File: src/rtl/gpio_port_pkg.sv
package gpio_port_pkg;
  localparam int unsigned BUS_AW = 6;
  localparam int unsigned BUS_DW = 32;
  localparam int unsigned HALF_PINS = 16;

  localparam logic [BUS_AW-1:0] OFS_DATA    = 6'h00;
  localparam logic [BUS_AW-1:0] OFS_DIR     = 6'h04;
  localparam logic [BUS_AW-1:0] OFS_PULL    = 6'h0C;
  localparam logic [BUS_AW-1:0] OFS_FUNC_LO = 6'h10;
  localparam logic [BUS_AW-1:0] OFS_FUNC_HI = 6'h14;
  localparam logic [BUS_AW-1:0] OFS_TRIG_LO = 6'h18;
  localparam logic [BUS_AW-1:0] OFS_TRIG_HI = 6'h1C;
  localparam logic [BUS_AW-1:0] OFS_IEN     = 6'h20;
  localparam logic [BUS_AW-1:0] OFS_FLAG    = 6'h28;

  typedef enum logic [1:0] {
    TRIG_LOW  = 2'b00,
    TRIG_HIGH = 2'b01,
    TRIG_FALL = 2'b10,
    TRIG_RISE = 2'b11
  } trig_mode_e;

  localparam logic [1:0] FUNC_GPIO = 2'b00;
endpackage

File: src/rtl/gpio_sync.sv
module gpio_sync #(
  parameter int unsigned WIDTH  = 32,
  parameter int unsigned STAGES = 2
) (
  input  logic             clk,
  input  logic             rst,
  input  logic [WIDTH-1:0] d,
  output logic [WIDTH-1:0] q
);
  logic [WIDTH-1:0] chain_q [STAGES];

  always_ff @(posedge clk) begin
    if (rst) chain_q[0] <= '0;
    else     chain_q[0] <= d;
  end

  for (genvar s = 1; s < STAGES; s++) begin : g_stage
    always_ff @(posedge clk) begin
      if (rst) chain_q[s] <= '0;
      else     chain_q[s] <= chain_q[s-1];
    end
  end

  assign q = chain_q[STAGES-1];
endmodule

File: src/rtl/gpio_irq_flags.sv
module gpio_irq_flags
  import gpio_port_pkg::*;
#(
  parameter int unsigned NPINS = 32
) (
  input  logic               clk,
  input  logic               rst,
  input  logic [NPINS-1:0]   lvl,
  input  logic [NPINS-1:0]   dir,
  input  logic [2*NPINS-1:0] func,
  input  logic [2*NPINS-1:0] trig,
  input  logic [NPINS-1:0]   clr,
  output logic [NPINS-1:0]   flags
);
  logic [NPINS-1:0] prev_q;
  logic [NPINS-1:0] elig;
  logic [NPINS-1:0] evt;
  logic [NPINS-1:0] flags_q;

  always_ff @(posedge clk) begin
    if (rst) prev_q <= '0;
    else     prev_q <= lvl;
  end

  for (genvar i = 0; i < NPINS; i++) begin : g_pin
    trig_mode_e mode;
    logic       hit;
    assign mode    = trig_mode_e'(trig[2*i +: 2]);
    assign elig[i] = !dir[i] && (func[2*i +: 2] == FUNC_GPIO);
    always_comb begin
      unique case (mode)
        TRIG_LOW:  hit = !lvl[i];
        TRIG_HIGH: hit = lvl[i];
        TRIG_FALL: hit = prev_q[i] && !lvl[i];
        TRIG_RISE: hit = !prev_q[i] && lvl[i];
        default:   hit = 1'b0;
      endcase
    end
    assign evt[i] = hit && elig[i];
  end

  always_ff @(posedge clk) begin
    if (rst) flags_q <= '0;
    else     flags_q <= (flags_q & ~clr) | evt;
  end

  assign flags = flags_q;

  // an event in a cycle leaves its flag set on the following cycle
  p_event_beats_clear_r7: assert property (@(posedge clk) disable iff (rst)
    (evt != '0) |=> ((flags_q & $past(evt)) == $past(evt)));

  // a flag may only rise on a pin that was an eligible input
  p_flag_only_eligible_r6: assert property (@(posedge clk) disable iff (rst)
    !rst |=> (((flags_q & ~$past(flags_q)) & ~$past(elig)) == '0));

  // a flag only drops where software wrote a 1
  p_flag_drop_needs_w1c_r7: assert property (@(posedge clk) disable iff (rst)
    !rst |=> (((~flags_q & $past(flags_q)) & ~$past(clr)) == '0));
endmodule

File: src/rtl/gpio_regfile.sv
module gpio_regfile
  import gpio_port_pkg::*;
#(
  parameter int unsigned NPINS = 32
) (
  input  logic               clk,
  input  logic               rst,
  input  logic               bus_sel,
  input  logic               bus_we,
  input  logic [BUS_AW-1:0]  bus_addr,
  input  logic [BUS_DW-1:0]  bus_wdata,
  output logic [BUS_DW-1:0]  bus_rdata,
  input  logic [NPINS-1:0]   lvl,
  input  logic [NPINS-1:0]   flags,
  output logic [NPINS-1:0]   data_q,
  output logic [NPINS-1:0]   dir_q,
  output logic [NPINS-1:0]   pull_q,
  output logic [NPINS-1:0]   ien_q,
  output logic [2*NPINS-1:0] func_q,
  output logic [2*NPINS-1:0] trig_q,
  output logic [NPINS-1:0]   clr
);
  localparam int unsigned FULL_W = 2 * BUS_DW;

  logic              wr;
  logic              rd;
  logic [BUS_DW-1:0] rd_mux;
  logic [BUS_DW-1:0] rdata_q;
  logic [FULL_W-1:0] func_full;
  logic [FULL_W-1:0] trig_full;
  logic [NPINS-1:0]  data_view;
  logic              hole;

  assign wr = bus_sel && bus_we;
  assign rd = bus_sel && !bus_we;

  always_ff @(posedge clk) begin
    if (rst) begin
      data_q <= '0;
      dir_q  <= '0;
      pull_q <= '0;
      ien_q  <= '0;
    end else if (wr) begin
      if (bus_addr == OFS_DATA) data_q <= bus_wdata[NPINS-1:0];
      if (bus_addr == OFS_DIR)  dir_q  <= bus_wdata[NPINS-1:0];
      if (bus_addr == OFS_PULL) pull_q <= bus_wdata[NPINS-1:0];
      if (bus_addr == OFS_IEN)  ien_q  <= bus_wdata[NPINS-1:0];
    end
  end

  for (genvar i = 0; i < NPINS; i++) begin : g_field
    localparam bit          IS_HI = (i >= HALF_PINS);
    localparam int unsigned SH    = IS_HI ? 2 * (i - HALF_PINS) : 2 * i;
    localparam logic [BUS_AW-1:0] F_OFS = IS_HI ? OFS_FUNC_HI : OFS_FUNC_LO;
    localparam logic [BUS_AW-1:0] T_OFS = IS_HI ? OFS_TRIG_HI : OFS_TRIG_LO;
    always_ff @(posedge clk) begin
      if (rst) begin
        func_q[2*i +: 2] <= '0;
        trig_q[2*i +: 2] <= '0;
      end else if (wr) begin
        if (bus_addr == F_OFS) func_q[2*i +: 2] <= bus_wdata[SH +: 2];
        if (bus_addr == T_OFS) trig_q[2*i +: 2] <= bus_wdata[SH +: 2];
      end
    end
  end

  assign clr = (wr && bus_addr == OFS_FLAG) ? bus_wdata[NPINS-1:0] : '0;

  assign func_full = FULL_W'(func_q);
  assign trig_full = FULL_W'(trig_q);
  assign data_view = (data_q & dir_q) | (lvl & ~dir_q);

  always_comb begin
    hole = 1'b0;
    case (bus_addr)
      OFS_DATA:    rd_mux = BUS_DW'(data_view);
      OFS_DIR:     rd_mux = BUS_DW'(dir_q);
      OFS_PULL:    rd_mux = BUS_DW'(pull_q);
      OFS_FUNC_LO: rd_mux = func_full[BUS_DW-1:0];
      OFS_FUNC_HI: rd_mux = func_full[FULL_W-1:BUS_DW];
      OFS_TRIG_LO: rd_mux = trig_full[BUS_DW-1:0];
      OFS_TRIG_HI: rd_mux = trig_full[FULL_W-1:BUS_DW];
      OFS_IEN:     rd_mux = BUS_DW'(ien_q);
      OFS_FLAG:    rd_mux = BUS_DW'(flags);
      default: begin
        rd_mux = '0;
        hole   = 1'b1;
      end
    endcase
  end

  always_ff @(posedge clk) begin
    if (rst)     rdata_q <= '0;
    else if (rd) rdata_q <= rd_mux;
  end

  assign bus_rdata = rdata_q;

  // a read of an empty offset returns zero
  p_hole_reads_zero_r9: assert property (@(posedge clk) disable iff (rst)
    (rd && hole) |=> (bus_rdata == '0));

  // a direction write replaces every bit
  p_dir_full_replace_r2: assert property (@(posedge clk) disable iff (rst)
    (wr && bus_addr == OFS_DIR) |=> (dir_q == $past(bus_wdata[NPINS-1:0])));

  // writes to empty offsets leave the masks untouched
  p_hole_write_ignored_r9: assert property (@(posedge clk) disable iff (rst)
    (wr && hole) |=> ($stable(dir_q) && $stable(data_q) && $stable(ien_q) && $stable(pull_q)));
endmodule

File: src/rtl/gpio_port_irq.sv
module gpio_port_irq
  import gpio_port_pkg::*;
#(
  parameter int unsigned NPINS       = 32,
  parameter int unsigned SYNC_STAGES = 2
) (
  input  logic               clk,
  input  logic               rst,
  input  logic               bus_sel,
  input  logic               bus_we,
  input  logic [5:0]         bus_addr,
  input  logic [31:0]        bus_wdata,
  output logic [31:0]        bus_rdata,
  input  logic [NPINS-1:0]   pin_in,
  output logic [NPINS-1:0]   pin_out,
  output logic [NPINS-1:0]   pin_oe,
  output logic [NPINS-1:0]   pin_pull,
  output logic [2*NPINS-1:0] pin_func,
  output logic               irq
);
  logic [NPINS-1:0]   lvl;
  logic [NPINS-1:0]   flags;
  logic [NPINS-1:0]   clr;
  logic [NPINS-1:0]   data_q;
  logic [NPINS-1:0]   dir_q;
  logic [NPINS-1:0]   pull_q;
  logic [NPINS-1:0]   ien_q;
  logic [2*NPINS-1:0] func_q;
  logic [2*NPINS-1:0] trig_q;
  logic               irq_q;

  gpio_sync #(.WIDTH(NPINS), .STAGES(SYNC_STAGES)) u_sync (
    .clk (clk),
    .rst (rst),
    .d   (pin_in),
    .q   (lvl)
  );

  gpio_regfile #(.NPINS(NPINS)) u_regs (
    .clk       (clk),
    .rst       (rst),
    .bus_sel   (bus_sel),
    .bus_we    (bus_we),
    .bus_addr  (bus_addr),
    .bus_wdata (bus_wdata),
    .bus_rdata (bus_rdata),
    .lvl       (lvl),
    .flags     (flags),
    .data_q    (data_q),
    .dir_q     (dir_q),
    .pull_q    (pull_q),
    .ien_q     (ien_q),
    .func_q    (func_q),
    .trig_q    (trig_q),
    .clr       (clr)
  );

  gpio_irq_flags #(.NPINS(NPINS)) u_flags (
    .clk   (clk),
    .rst   (rst),
    .lvl   (lvl),
    .dir   (dir_q),
    .func  (func_q),
    .trig  (trig_q),
    .clr   (clr),
    .flags (flags)
  );

  always_ff @(posedge clk) begin
    if (rst) irq_q <= 1'b0;
    else     irq_q <= |(flags & ien_q);
  end

  assign pin_out  = data_q;
  assign pin_oe   = dir_q;
  assign pin_pull = pull_q;
  assign pin_func = func_q;
  assign irq      = irq_q;

  // an enabled pending flag raises the line on the next clock
  p_irq_rises_r8: assert property (@(posedge clk) disable iff (rst)
    ((flags & ien_q) != '0) |=> irq);

  // with nothing enabled and pending the line drops on the next clock
  p_irq_falls_r8: assert property (@(posedge clk) disable iff (rst)
    ((flags & ien_q) == '0) |=> !irq);
endmodule

File: config.mk
export PLATFORM = sky130hd
export DESIGN_NAME = gpio_port_irq
export DESIGN_NICKNAME = d
export VERILOG_FILES = /design/src/rtl/gpio_port_pkg.sv /design/src/rtl/gpio_sync.sv /design/src/rtl/gpio_irq_flags.sv /design/src/rtl/gpio_regfile.sv /design/src/rtl/gpio_port_irq.sv
export SDC_FILE = /design/constraint.sdc
export NUM_CORES = 1
export LEC_CHECK = 0
export CAP_MARGIN = 40
export CELL_PAD_IN_SITES_DETAIL_PLACEMENT = 1
export CELL_PAD_IN_SITES_GLOBAL_PLACEMENT = 2
export CORE_ASPECT_RATIO = 1.1
export CORE_MARGIN = 8
export CORE_UTILIZATION = 33
export CTS_CLUSTER_SIZE = 20
export DETAILED_ROUTE_END_ITERATION = 12
export PLACE_DENSITY_LB_ADDON = 0.1
export REMOVE_ABC_BUFFERS = 1
export SLEW_MARGIN = 30
export SYNTH_ARGS = -nofsm -noshare
export SYNTH_HDL_FRONTEND = slang
export SYNTH_SLANG_ARGS = --single-unit
File: constraint.sdc
create_clock -name clk -period 2.2 [get_ports clk]
set_input_delay 0.22 -clock clk [delete_from_list [all_inputs] [get_ports clk]]
set_output_delay 0.22 -clock clk [all_outputs]
set_load 0.01 [all_outputs]
==> flow_metrics.env <==
export IMPL_slew_violations=0
export IMPL_grt_pass1_wl_mm=130
export IMPL_fin_crit_sh_pct=96.5
export IMPL_wirelength_mm=89.0
export IMPL_hold_viol=0
export IMPL_clkPwrFrac_pct=47.6
export IMPL_r2r_end="irq"
export IMPL_finalSetupViolCount=0
export IMPL_fin_skew_ns=0.0233
export IMPL_core_area_mm2=0.0556
export IMPL_synth_flop_cell="dfxtp_1"
export IMPL_dp_cells=3146
export IMPL_slew_headroom_pct=56.8
export IMPL_syn_inst=2149
export IMPL_cp_num_buf_inv=1
export IMPL_hold_slack_ns=0.0519
export IMPL_cts_root_buffer="clkbuf_16"
export IMPL_reg2reg_from="u_flags.flags[25]"
export IMPL_drc=0
export IMPL_min_period_ns=2.12
export IMPL_place_ws_ns=-0.309
export IMPL_synth_edf_count=0
export IMPL_cp_cell_sequence="clkdlybuf4s50_1"
export IMPL_seq_area_frac_synth_pct=45.4
export IMPL_p_sw_w=0.00420
export IMPL_yosys_warnings=0
export IMPL_tightest_slew_ns=0.646
export IMPL_drv_cap=0
export IMPL_die_w_um=241
export IMPL_grt_pass1_vias=18400
export IMPL_multi_input_area_mm2=0.00906
export IMPL_min_path_type="in -> reg"
export IMPL_fmax_mhz=471
export IMPL_gp_congestion=0.904
export IMPL_clock_path_buffers=3
export IMPL_clk_pin_slew_ns=0.06
export IMPL_route_antenna_remaining_nets=0
export IMPL_path_class="reg -> out"
export IMPL_startpoint_type="register"
export IMPL_cts_tree="done"
export IMPL_port_buffers=266
export IMPL_rsz0062_at_grt="false"
export IMPL_max_stage_delay_ns=0.66
export IMPL_powerDensity_mw_per_mm2=698
export IMPL_drive_gt1_share_pct=16.6
export IMPL_start_util_pct=33.1
export IMPL_finalNonFillerCells=3235
export IMPL_ir_worst_vdd_uv=502
export IMPL_setup_slack_ns=0.0761
export IMPL_internal_power_w=0.0129
export IMPL_grt_ovfl_total=0
export IMPL_yosys_register_bits=417
export IMPL_dr_total_vias=17600
export IMPL_ff2ff_setup_slack_ns=0.55
export IMPL_outcome="finished clean"
export IMPL_antenna_found_initial=0
export IMPL_ios=267
export IMPL_required_ns=1.98
export IMPL_h_tree_depth=2
export IMPL_drt_iter0_markers=1241
export IMPL_cts_hold_fix_buffers=0
export IMPL_combPwrFrac_pct=6.8
export IMPL_critical_path_top_delay_family="flip-flops"
export IMPL_tns_ns=0
export IMPL_syn_area_mm2=0.0184
export IMPL_num_antenna_cells=0
export IMPL_post_cts_buffers=0
export IMPL_cts_sinks=417
export IMPL_dp_hpwl_mm=63.4
export IMPL_cts_made_buffers=49
export IMPL_worst_r2r_path_depth=5
export IMPL_dr_pass1_iters=9
export IMPL_routedWlPerCell_um=27.5
export IMPL_n_fill_cell=6491
export IMPL_via_per_inst=5.43
export IMPL_grt_use_total_pct=27.5
export IMPL_hold_start="rst"
export IMPL_die_h_um=264
export IMPL_min_to="u_sync.chain_q[0][16]"
export IMPL_endpoint_kind="output pin"
export IMPL_p_sw_share_pct=24.6
export IMPL_dieArea_mm2=0.0636
export IMPL_area_growth_pct=32.9
export IMPL_cp_max_fo=4
export IMPL_cp_data_arrival_time_ns=1.90
export IMPL_slowest_stage="dfxtp_1"
export IMPL_rows=91
export IMPL_cts_resized_gates=0
export IMPL_p_leak_nw=8.25
export IMPL_nets=2527
export IMPL_clock_latency_ns=0.60
export IMPL_hold_path_depth=2
export IMPL_ys_types=53
export IMPL_avgSynthCellArea_um2=8.56
export IMPL_regArea_mm2=0.00835
export IMPL_grt_max_degree=59
export IMPL_power_frac_seq_pct=45.6
export IMPL_ys_async_sr_fraction_pct=0
## worst max path at each step
| stage | from | endpoint | slack, ns | cells past startpoint |
|---|---|---|---|---|
| 2_1_floorplan | bus_addr[4] | u_regs.data_q[0] | -1.38 | 4 |
| 3_3_place_gp | bus_addr[4] | u_regs.bus_rdata[10] | -0.30 | 7 |
| 3_5_place_dp | bus_addr[4] | u_regs.bus_rdata[6] | -0.31 | 6 |
| 4_1_cts | u_regs.dir_q[15] | pin_oe[15] | 0.11 | 1 |
| 5_1_grt | u_regs.func_q[39] | pin_func[39] | 0.06 | 1 |
| 6_report | u_regs.func_q[39] | pin_func[39] | 0.08 | 1 |
## power by group through the flow
stage	registers, W	clock network [W]	logic [W]
after floorplan	0.00789	0	0.000311
after global placement	0.00794	0	0.00114
after detailed placement	0.00795	0	0.00114
after CTS	0.00778	0.00830	0.00115
after global routing	0.00779	0.00858	0.00121
final	0.00778	0.00812	0.00115
## layout make-up
class / instances / share of cell area (%)
Multi-Input combinational cell: 1520 / 37.1
Sequential cell: 417 / 34.1
Timing Repair Buffer: 433 / 18.0
Clock buffer: 77 / 6.06
Tap cell: 744 / 3.81
Inverter: 32 / 0.491
Clock inverter: 12 / 0.409
## layout by cell type, fill, tap and decap left out, types with 6 or more instances in the layout
cell type,count
dfxtp_1,417
o2bb2ai_1,6
clkbuf_8,13
clkbuf_16,50
xnor2_1,64
nor3_4,8
mux2_2,22
o221ai_1,10
nor2_1,14
o31a_1,10
a32oi_1,10
inv_1,32
a21o_1,8
a2bb2oi_1,10
a21oi_2,90
nor3_1,49
nor2b_1,97
a221oi_2,12
clkbuf_1,14
buf_4,128
buf_12,40
a31oi_1,8
nand3_1,65
clkdlybuf4s50_1,263
and3_1,8
a221oi_1,12
nor3_2,10
a22oi_1,24
mux2i_1,60
and2_1,11
clkinv_2,9
o21ai_0,43
mux4_2,9
nand2_1,578
a222oi_1,19
a21oi_1,214
## metal layers
metal	vias up	share of wire [%]	track usage, %
met1	8917	42	34.7
li1	7955	-	-
met4	0	3.4	10.2
met2	541	49	46.7
met5	-	0	0
met3	149	5.2	4.08
## state kept, by name, summed over array words and instances, names as in the netlist
register and count:
irq 1, u_regs.data_q 32, u_regs.trig_q 64, u_sync.chain_q 64, u_flags.prev_q 32, u_regs.dir_q 32
u_regs.ien_q 32, u_regs.pull_q 32, u_regs.bus_rdata 32, u_regs.func_q 64, u_flags.flags 32
## synth_stat cells (43+ instances only)
cell type / count / area share, %
xnor2_1: 64 / 3.0
nand2_1: 578 / 12
o21ai_0: 43 / 1.2
nor3_1: 49 / 1.3
dfxtp_1: 417 / 45
a21oi_1: 214 / 5.8
clkbuf_1: 94 / 1.9
nand3_1: 70 / 1.9
a21oi_2: 90 / 4.3
nor2b_1: 98 / 3.3
buf_2: 50 / 1.4
mux2i_1: 60 / 3.3
## metrics by stage
| step | power [W] | utilization [%] | area (um2) |
|---|---|---|---|
| floorplan | 0.00821 | - | 17500 |
| global placement | 0.00908 | 41.2 | 22900 |
| detailed placement | 0.00909 | 41.2 | 22900 |
| CTS | 0.0172 | 44.0 | 24500 |
| global route | 0.0176 | 44.0 | 24500 |
| finish | 0.0171 | 44.0 | 24500 |
## logic make-up (layout without fill, tap and decap cells)
family	Yosys count	in the layout	synth area share, %
compound gates	489	489	18.3
xor+xnor	64	64	3.05
buf+inv	212	554	5.81
flops	417	417	45.4
mux	91	91	5.71
simple gates	876	876	21.8
(Power assumes the default switching activity.)
